File: config.mk
export PLATFORM = sky130hd
export DESIGN_NAME = smt_commit_sel
export DESIGN_NICKNAME = d
export VERILOG_FILES = /design/src/rtl/smt_sel_pkg.sv /design/src/rtl/smt_sel_ctl.sv /design/src/rtl/smt_sel_dp.sv /design/src/rtl/smt_commit_sel.sv
export SDC_FILE = /design/constraint.sdc
export NUM_CORES = 1
export LEC_CHECK = 0
export ABC_CLOCK_PERIOD_IN_PS = 7300
export BUFFER_PORTS_ARGS = -buffer_cell sky130_fd_sc_hd__buf_2
export CORE_MARGIN = 2
export CORE_UTILIZATION = 51
export CTS_CLUSTER_DIAMETER = 120
export CTS_CLUSTER_SIZE = 8
export DETAILED_ROUTE_END_ITERATION = 8
export PLACE_DENSITY = 0.82
export SYNTH_ARGS = -nofsm -noshare
export SYNTH_HDL_FRONTEND = slang
export SYNTH_SLANG_ARGS = --single-unit
File: constraint.sdc
create_clock -name clk -period 7.3 [get_ports clk]
set_input_delay 0.73 -clock clk [delete_from_list [all_inputs] [get_ports clk]]
set_output_delay 0.73 -clock clk [all_outputs]
set_load 0.01 [all_outputs]
File: src/rtl/smt_sel_pkg.sv
package smt_sel_pkg;

  typedef enum logic [2:0] {
    ST_RUNNING   = 3'd0,
    ST_IDLE      = 3'd1,
    ST_SQUASHING = 3'd2,
    ST_TRAPPEND  = 3'd3,
    ST_FETCHTRAP = 3'd4
  } thrStatus_e;

  // strobes from control to datapath
  typedef struct packed {
    logic useOldest;
    logic rotate;
  } selStrb_t;

  function automatic logic statusAllows(input logic [2:0] code);
    return (code == ST_RUNNING) || (code == ST_IDLE) || (code == ST_FETCHTRAP);
  endfunction

endpackage

File: src/rtl/smt_sel_ctl.sv
module smt_sel_ctl
  import smt_sel_pkg::*;
(
  input  logic     clk,
  input  logic     rstN,
  input  logic     policyMode,
  input  logic     grantAccept,
  output selStrb_t strb
);

  always_comb begin
    strb.useOldest = policyMode;
    strb.rotate    = grantAccept && !policyMode;
  end


  oldest_no_rotate_chk: assert property (@(posedge clk) disable iff (!rstN)
    strb.useOldest |-> !strb.rotate);

endmodule

File: src/rtl/smt_sel_dp.sv
module smt_sel_dp
  import smt_sel_pkg::*;
#(
  parameter int NUM_THREADS = 4,
  parameter int SEQ_W       = 16,
  localparam int TID_W      = (NUM_THREADS > 1) ? $clog2(NUM_THREADS) : 1
) (
  input  logic                         clk,
  input  logic                         rstN,
  input  selStrb_t                     strb,
  input  logic [3*NUM_THREADS-1:0]     threadStatus,
  input  logic [NUM_THREADS-1:0]       headReady,
  input  logic [NUM_THREADS-1:0]       robEmpty,
  input  logic [SEQ_W*NUM_THREADS-1:0] headSeq,
  output logic                         grantValid,
  output logic [TID_W-1:0]             grantThread
);

  localparam int NT = NUM_THREADS;

  logic [NT-1:0] statusOk;
  logic [NT-1:0] readyMask;

  for (genvar t = 0; t < NT; t++) begin : g_mask
    assign statusOk[t]  = statusAllows(threadStatus[3*t +: 3]);
    assign readyMask[t] = statusOk[t] && headReady[t];
  end

  if (NT == 1) begin : g_bypass
    // one thread: the status alone decides
    assign grantValid  = statusOk[0];
    assign grantThread = '0;
  end else begin : g_arb
    logic [NT-1:0][TID_W-1:0] prioList;
    logic                     rrHit;
    logic [TID_W-1:0]         rrPos;
    logic [TID_W-1:0]         rrTid;
    logic                     oldHit;
    logic [TID_W-1:0]         oldTid;
    logic [SEQ_W-1:0]         oldSeq;
    logic                     doRotate;

    // rotating priority: first ready thread from the front of the list
    always_comb begin
      rrHit = 1'b0;
      rrPos = '0;
      rrTid = '0;
      for (int p = 0; p < NT; p++) begin
        if (!rrHit && readyMask[prioList[p]]) begin
          rrHit = 1'b1;
          rrPos = TID_W'(p);
          rrTid = prioList[p];
        end
      end
    end

    // oldest ready: strict compare keeps the lower index on ties
    always_comb begin
      oldHit = 1'b0;
      oldTid = '0;
      oldSeq = '0;
      for (int t = 0; t < NT; t++) begin
        if (readyMask[t] && !robEmpty[t] &&
            (!oldHit || headSeq[SEQ_W*t +: SEQ_W] < oldSeq)) begin
          oldHit = 1'b1;
          oldTid = TID_W'(t);
          oldSeq = headSeq[SEQ_W*t +: SEQ_W];
        end
      end
    end

    assign grantValid  = strb.useOldest ? oldHit : rrHit;
    assign grantThread = strb.useOldest ? oldTid : rrTid;
    assign doRotate    = strb.rotate && rrHit;

    always_ff @(posedge clk) begin
      if (!rstN) begin
        for (int p = 0; p < NT; p++) prioList[p] <= TID_W'(p);
      end else if (doRotate) begin
        for (int p = 0; p < NT - 1; p++) begin
          if (TID_W'(p) >= rrPos) prioList[p] <= prioList[p+1];
        end
        prioList[NT-1] <= rrTid;
      end
    end


    rotate_back_chk: assert property (@(posedge clk) disable iff (!rstN)
      doRotate |=> prioList[NT-1] == $past(rrTid));


    list_hold_chk: assert property (@(posedge clk) disable iff (!rstN)
      !doRotate |=> $stable(prioList));


    oldest_nonempty_chk: assert property (@(posedge clk) disable iff (!rstN)
      (strb.useOldest && grantValid) |-> !robEmpty[grantThread]);


    rr_no_drop_chk: assert property (@(posedge clk) disable iff (!rstN)
      (!strb.useOldest && (|readyMask)) |-> grantValid);
  end


  grant_status_chk: assert property (@(posedge clk) disable iff (!rstN)
    grantValid |-> statusAllows(threadStatus[3*grantThread +: 3]));


  idle_zero_chk: assert property (@(posedge clk) disable iff (!rstN)
    !grantValid |-> grantThread == '0);

endmodule

File: src/rtl/smt_commit_sel.sv
module smt_commit_sel
  import smt_sel_pkg::*;
#(
  parameter int NUM_THREADS = 4,
  parameter int SEQ_W       = 16,
  localparam int TID_W      = (NUM_THREADS > 1) ? $clog2(NUM_THREADS) : 1
) (
  input  logic                         clk,
  input  logic                         rstN,
  input  logic                         policyMode,
  input  logic                         grantAccept,
  input  logic [3*NUM_THREADS-1:0]     threadStatus,
  input  logic [NUM_THREADS-1:0]       headReady,
  input  logic [NUM_THREADS-1:0]       robEmpty,
  input  logic [SEQ_W*NUM_THREADS-1:0] headSeq,
  output logic                         grantValid,
  output logic [TID_W-1:0]             grantThread
);

  selStrb_t strb;

  smt_sel_ctl u_ctl (
    .clk         (clk),
    .rstN        (rstN),
    .policyMode  (policyMode),
    .grantAccept (grantAccept),
    .strb        (strb)
  );

  smt_sel_dp #(
    .NUM_THREADS (NUM_THREADS),
    .SEQ_W       (SEQ_W)
  ) u_dp (
    .clk          (clk),
    .rstN         (rstN),
    .strb         (strb),
    .threadStatus (threadStatus),
    .headReady    (headReady),
    .robEmpty     (robEmpty),
    .headSeq      (headSeq),
    .grantValid   (grantValid),
    .grantThread  (grantThread)
  );


  grant_ready_chk: assert property (@(posedge clk) disable iff (!rstN)
    (grantValid && NUM_THREADS > 1) |-> headReady[grantThread]);

endmodule

==> impl_metrics.py <==
metrics = {
    "clock_tree": {
        "cts_hold_buffers": 0,
        "numCtsBuffers": 3,
        "clockRootBuffer": "clkbuf_8",
        "cts_sinks": 8,
        "clk_pin_slew_ns": 0.04,
        "cts_tree": "done",
        "clockBufferDepth": 2,
        "cts-htree-levels": 1,
        "clkLatencyLatePin_ns": 0.22,
    },
    "yosys": {
        "synthTopCellsByArea": "ha_1, mux2i_1, dfxtp_1, nand2_1, inv_1",
        "ys.flop_type": "dfxtp_1",
        "synth_cell_type_count": 53,
        "yosysWarningCount": 0,
        "syn_avg_cell_area_um2": 7.99,
        "ys_seq_elements": 8,
        "syn_inst": 303,
        "synth_edf_count": 0,
        "synth_top_area_share": 0.233,
        "netlist_area_um2": 2420,
        "synth_most_common_cell": "ha_1",
        "yosysTopAreaCell": "ha_1",
        "syn-num-nets": 436,
        "synthTopCellsByCount": "ha_1, nand2_1, mux2i_1, inv_1, a21oi_1",
        "ys_seq_area_frac": 0.0661,
        "async_flop_share": 0,
    },
    "critical_path": {
        "cp_data_arrival_time_ns": 6.46,
        "reg2reg_depth": 5,
        "crit_type": "input pin to output pin",
        "cpPeakStageDelay_ns": 0.39,
        "r2r_slack_ns": 5.46,
        "rr_startpoint": "u_dp.g_arb.prioList[1]$_SDFFE_PN0P_",
        "cpMaxStageDelayCell": "a2111oi_4",
        "required_ns": 6.57,
        "endpoint_kind": "output pin",
        "crit_top_cell": "nand4_1",
        "r2r-end": "u_dp.g_arb.prioList[5]$_SDFFE_PN1P_",
        "path_max_fanout": 8,
        "critPathLaunchType": "input pin",
    },
    "floorplanning": {
        "core-area_um2": 4660,
        "start_util": 0.519,
        "rows": 25,
        "die_w_um": 72.9,
        "dieArea_um2": 5310,
        "ioPinCount": 91,
        "fp.dieH_um": 72.9,
    },
    "detailed_routing": {
        "dr.pass1.iters": 5,
        "vias": 2900,
        "wl_um": 8160,
        "drc_errors": 0,
        "wl_per_cell_um": 17.5,
        "avgViaCountPerCell": 6.22,
        "final_antenna_net_count": 0,
        "drt-initial-drc-count": 249,
    },
    "placed_design": {
        "place_hpwl_um": 5850,
        "port_buffers": 90,
        "gp_congestion": 0.916,
        "dp_slack_ns": -0.0963,
        "placed_cells": 449,
    },
    "global_route": {
        "grtUsageMet2": 0.494,
        "antenna_found_initial": 0,
        "use_met1": 0.297,
        "first_global_vias": 2706,
        "grt.busiest_layer": "met2",
        "grt_max_degree": 14,
        "grt-ovfl-total": 0,
        "grt_usage": 0.258,
        "met3_usage": 0.0401,
        "grt_first_pass_wirelength_um": 11100,
    },
    "sta": {
        "finalSetupTns_ns": 0,
        "relSlewSlack": 0.713,
        "setup_viol_count_final": 0,
        "fin_crit_ns": 7.19,
        "fin_ws_ns": 0.106,
        "whs_ns": 0.496,
        "fin_crit_sh": 0.985,
        "fin_skew_ns": 0.000421,
        "drv_slew": 0,
        "clock.fmax_mhz": 139,
        "tightest_slew_ns": 0.427,
        "hold_viol": 0,
    },
    "final_layout": {
        "n_antenna_cell": 0,
        "final_util": 0.733,
        "largest_reg_flops": 8,
        "stdcell_count": 466,
        "top_register": "u_dp.g_arb.prioList",
        "n_fill_cell": 342,
        "area_growth_pct": 41.2,
        "drive_above_1_share": 0.417,
        "nets": 547,
        "largest_registers": "u_dp.g_arb.prioList x8",
    },
    "outcome": {
        "status": "finished, final reports clean",
    },
    "power_and_ir_drop": {
        "p_leak_nw": 1.60,
        "cellPowerDensity_nw_per_um2": 85.2,
        "irDropWorstVdd_mv": 0.141,
    },
    "run": {
        "max-cap-violations": 0,
    },
    "hold_path": {
        "min_path_cells": 2,
        "min_to": "u_dp.g_arb.prioList[0]$_SDFFE_PN0P_",
        "min_from": "u_dp.g_arb.prioList[0]$_SDFFE_PN0P_",
        "hp-class": "flop to flop",
    },
}
[cell type report]
| cell class | count | area [µm²] | area share |
|---|---|---|---|
| repair buffers | 110 | 646 | 0.189 |
| well taps | 54 | 67.6 | 0.0198 |
| clock buffers | 3 | 41.3 | 0.0121 |
| flip-flops and latches | 8 | 160 | 0.0469 |
| multi-input cells | 254 | 2360 | 0.692 |
| inverters | 37 | 139 | 0.0406 |
[metrics by stage]
step / instance area, µm² / power (W)
2_1_floorplan: 2420 / 0.000149
3_3_place_gp: 2950 / 0.000200
3_5_place_dp: 2950 / 0.000204
4_1_cts: 3020 / 0.000258
5_1_grt: 3420 / 0.000313
6_report: 3420 / 0.000291
[routing by layer]
layer / wire [µm] / part of all wire
met2: 4200 / 0.51
met3: 591 / 0.072
met5: 0 / 0
met4: 247 / 0.030
met1: 3120 / 0.38
[worst max-delay path: cells and delay by family]
family                   cells  cell delay (ns)
AND/OR/NAND/NOR             11             1.83
multiplexers                 2             0.46
buffers and inverters        6             0.81
AO/OA/AOI/OAI                9             1.77
adder cells (fa/ha/maj)      3             0.85
[how the worst max path moves through the flow]
stage,from,endpoint,slack [ns]
after floorplan,headReady[0],grantThread[1],0.61
after global placement,threadStatus[1],grantThread[1],0.10
after detailed placement,threadStatus[1],grantThread[1],-0.1
after CTS,threadStatus[1],grantThread[1],0.03
after global routing,threadStatus[1],grantThread[1],-0.1
final,threadStatus[1],grantThread[1],0.11
[cells in the final DEF, fill, tap and decap left out, types with 4 or more instances in the layout]
master | synthesis | layout
buf_2 | 0 | 90
nand2_1 | 39 | 37
inv_1 | 37 | 37
ha_1 | 45 | 36
mux2i_1 | 38 | 28
buf_4 | 1 | 15
a21oi_1 | 20 | 14
nand4_1 | 9 | 9
nor2_1 | 10 | 9
nand3_1 | 8 | 8
mux2i_4 | 0 | 8
ha_4 | 0 | 8
dfxtp_1 | 8 | 8
o211ai_1 | 7 | 7
a21oi_2 | 1 | 6
o21ai_0 | 7 | 5
nor2b_1 | 5 | 5
nand2_2 | 3 | 4
o21ai_1 | 3 | 4
a211oi_1 | 4 | 4
and2_1 | 4 | 4
mux4_2 | 4 | 4
[cells by family after synthesis]
kind of cell / count (synthesis) / synth area share
flops: 8 / 0.0661
simple gates: 100 / 0.226
mux: 42 / 0.194
fa+ha+maj: 45 / 0.233
compound gates: 67 / 0.206
buf+inv: 41 / 0.0749
[what timing repair did]
action                                  4_1_cts  5_1_grt
pin swaps                                     1       15
endpoints found under the setup margin        2        2
gates resized for setup                       2       49
buffers inserted                              2       11
cloned                                        0        1
[where the power goes]
part	switching, W	internal (W)	total [W]
sequential	0.00000291	0.0000461	0.0000490
clock	0.0000154	0.0000355	0.0000509
combinational	0.0000989	0.0000924	0.000191
total	0.000117	0.000174	0.000291
Power figures use the tool's default switching activity.
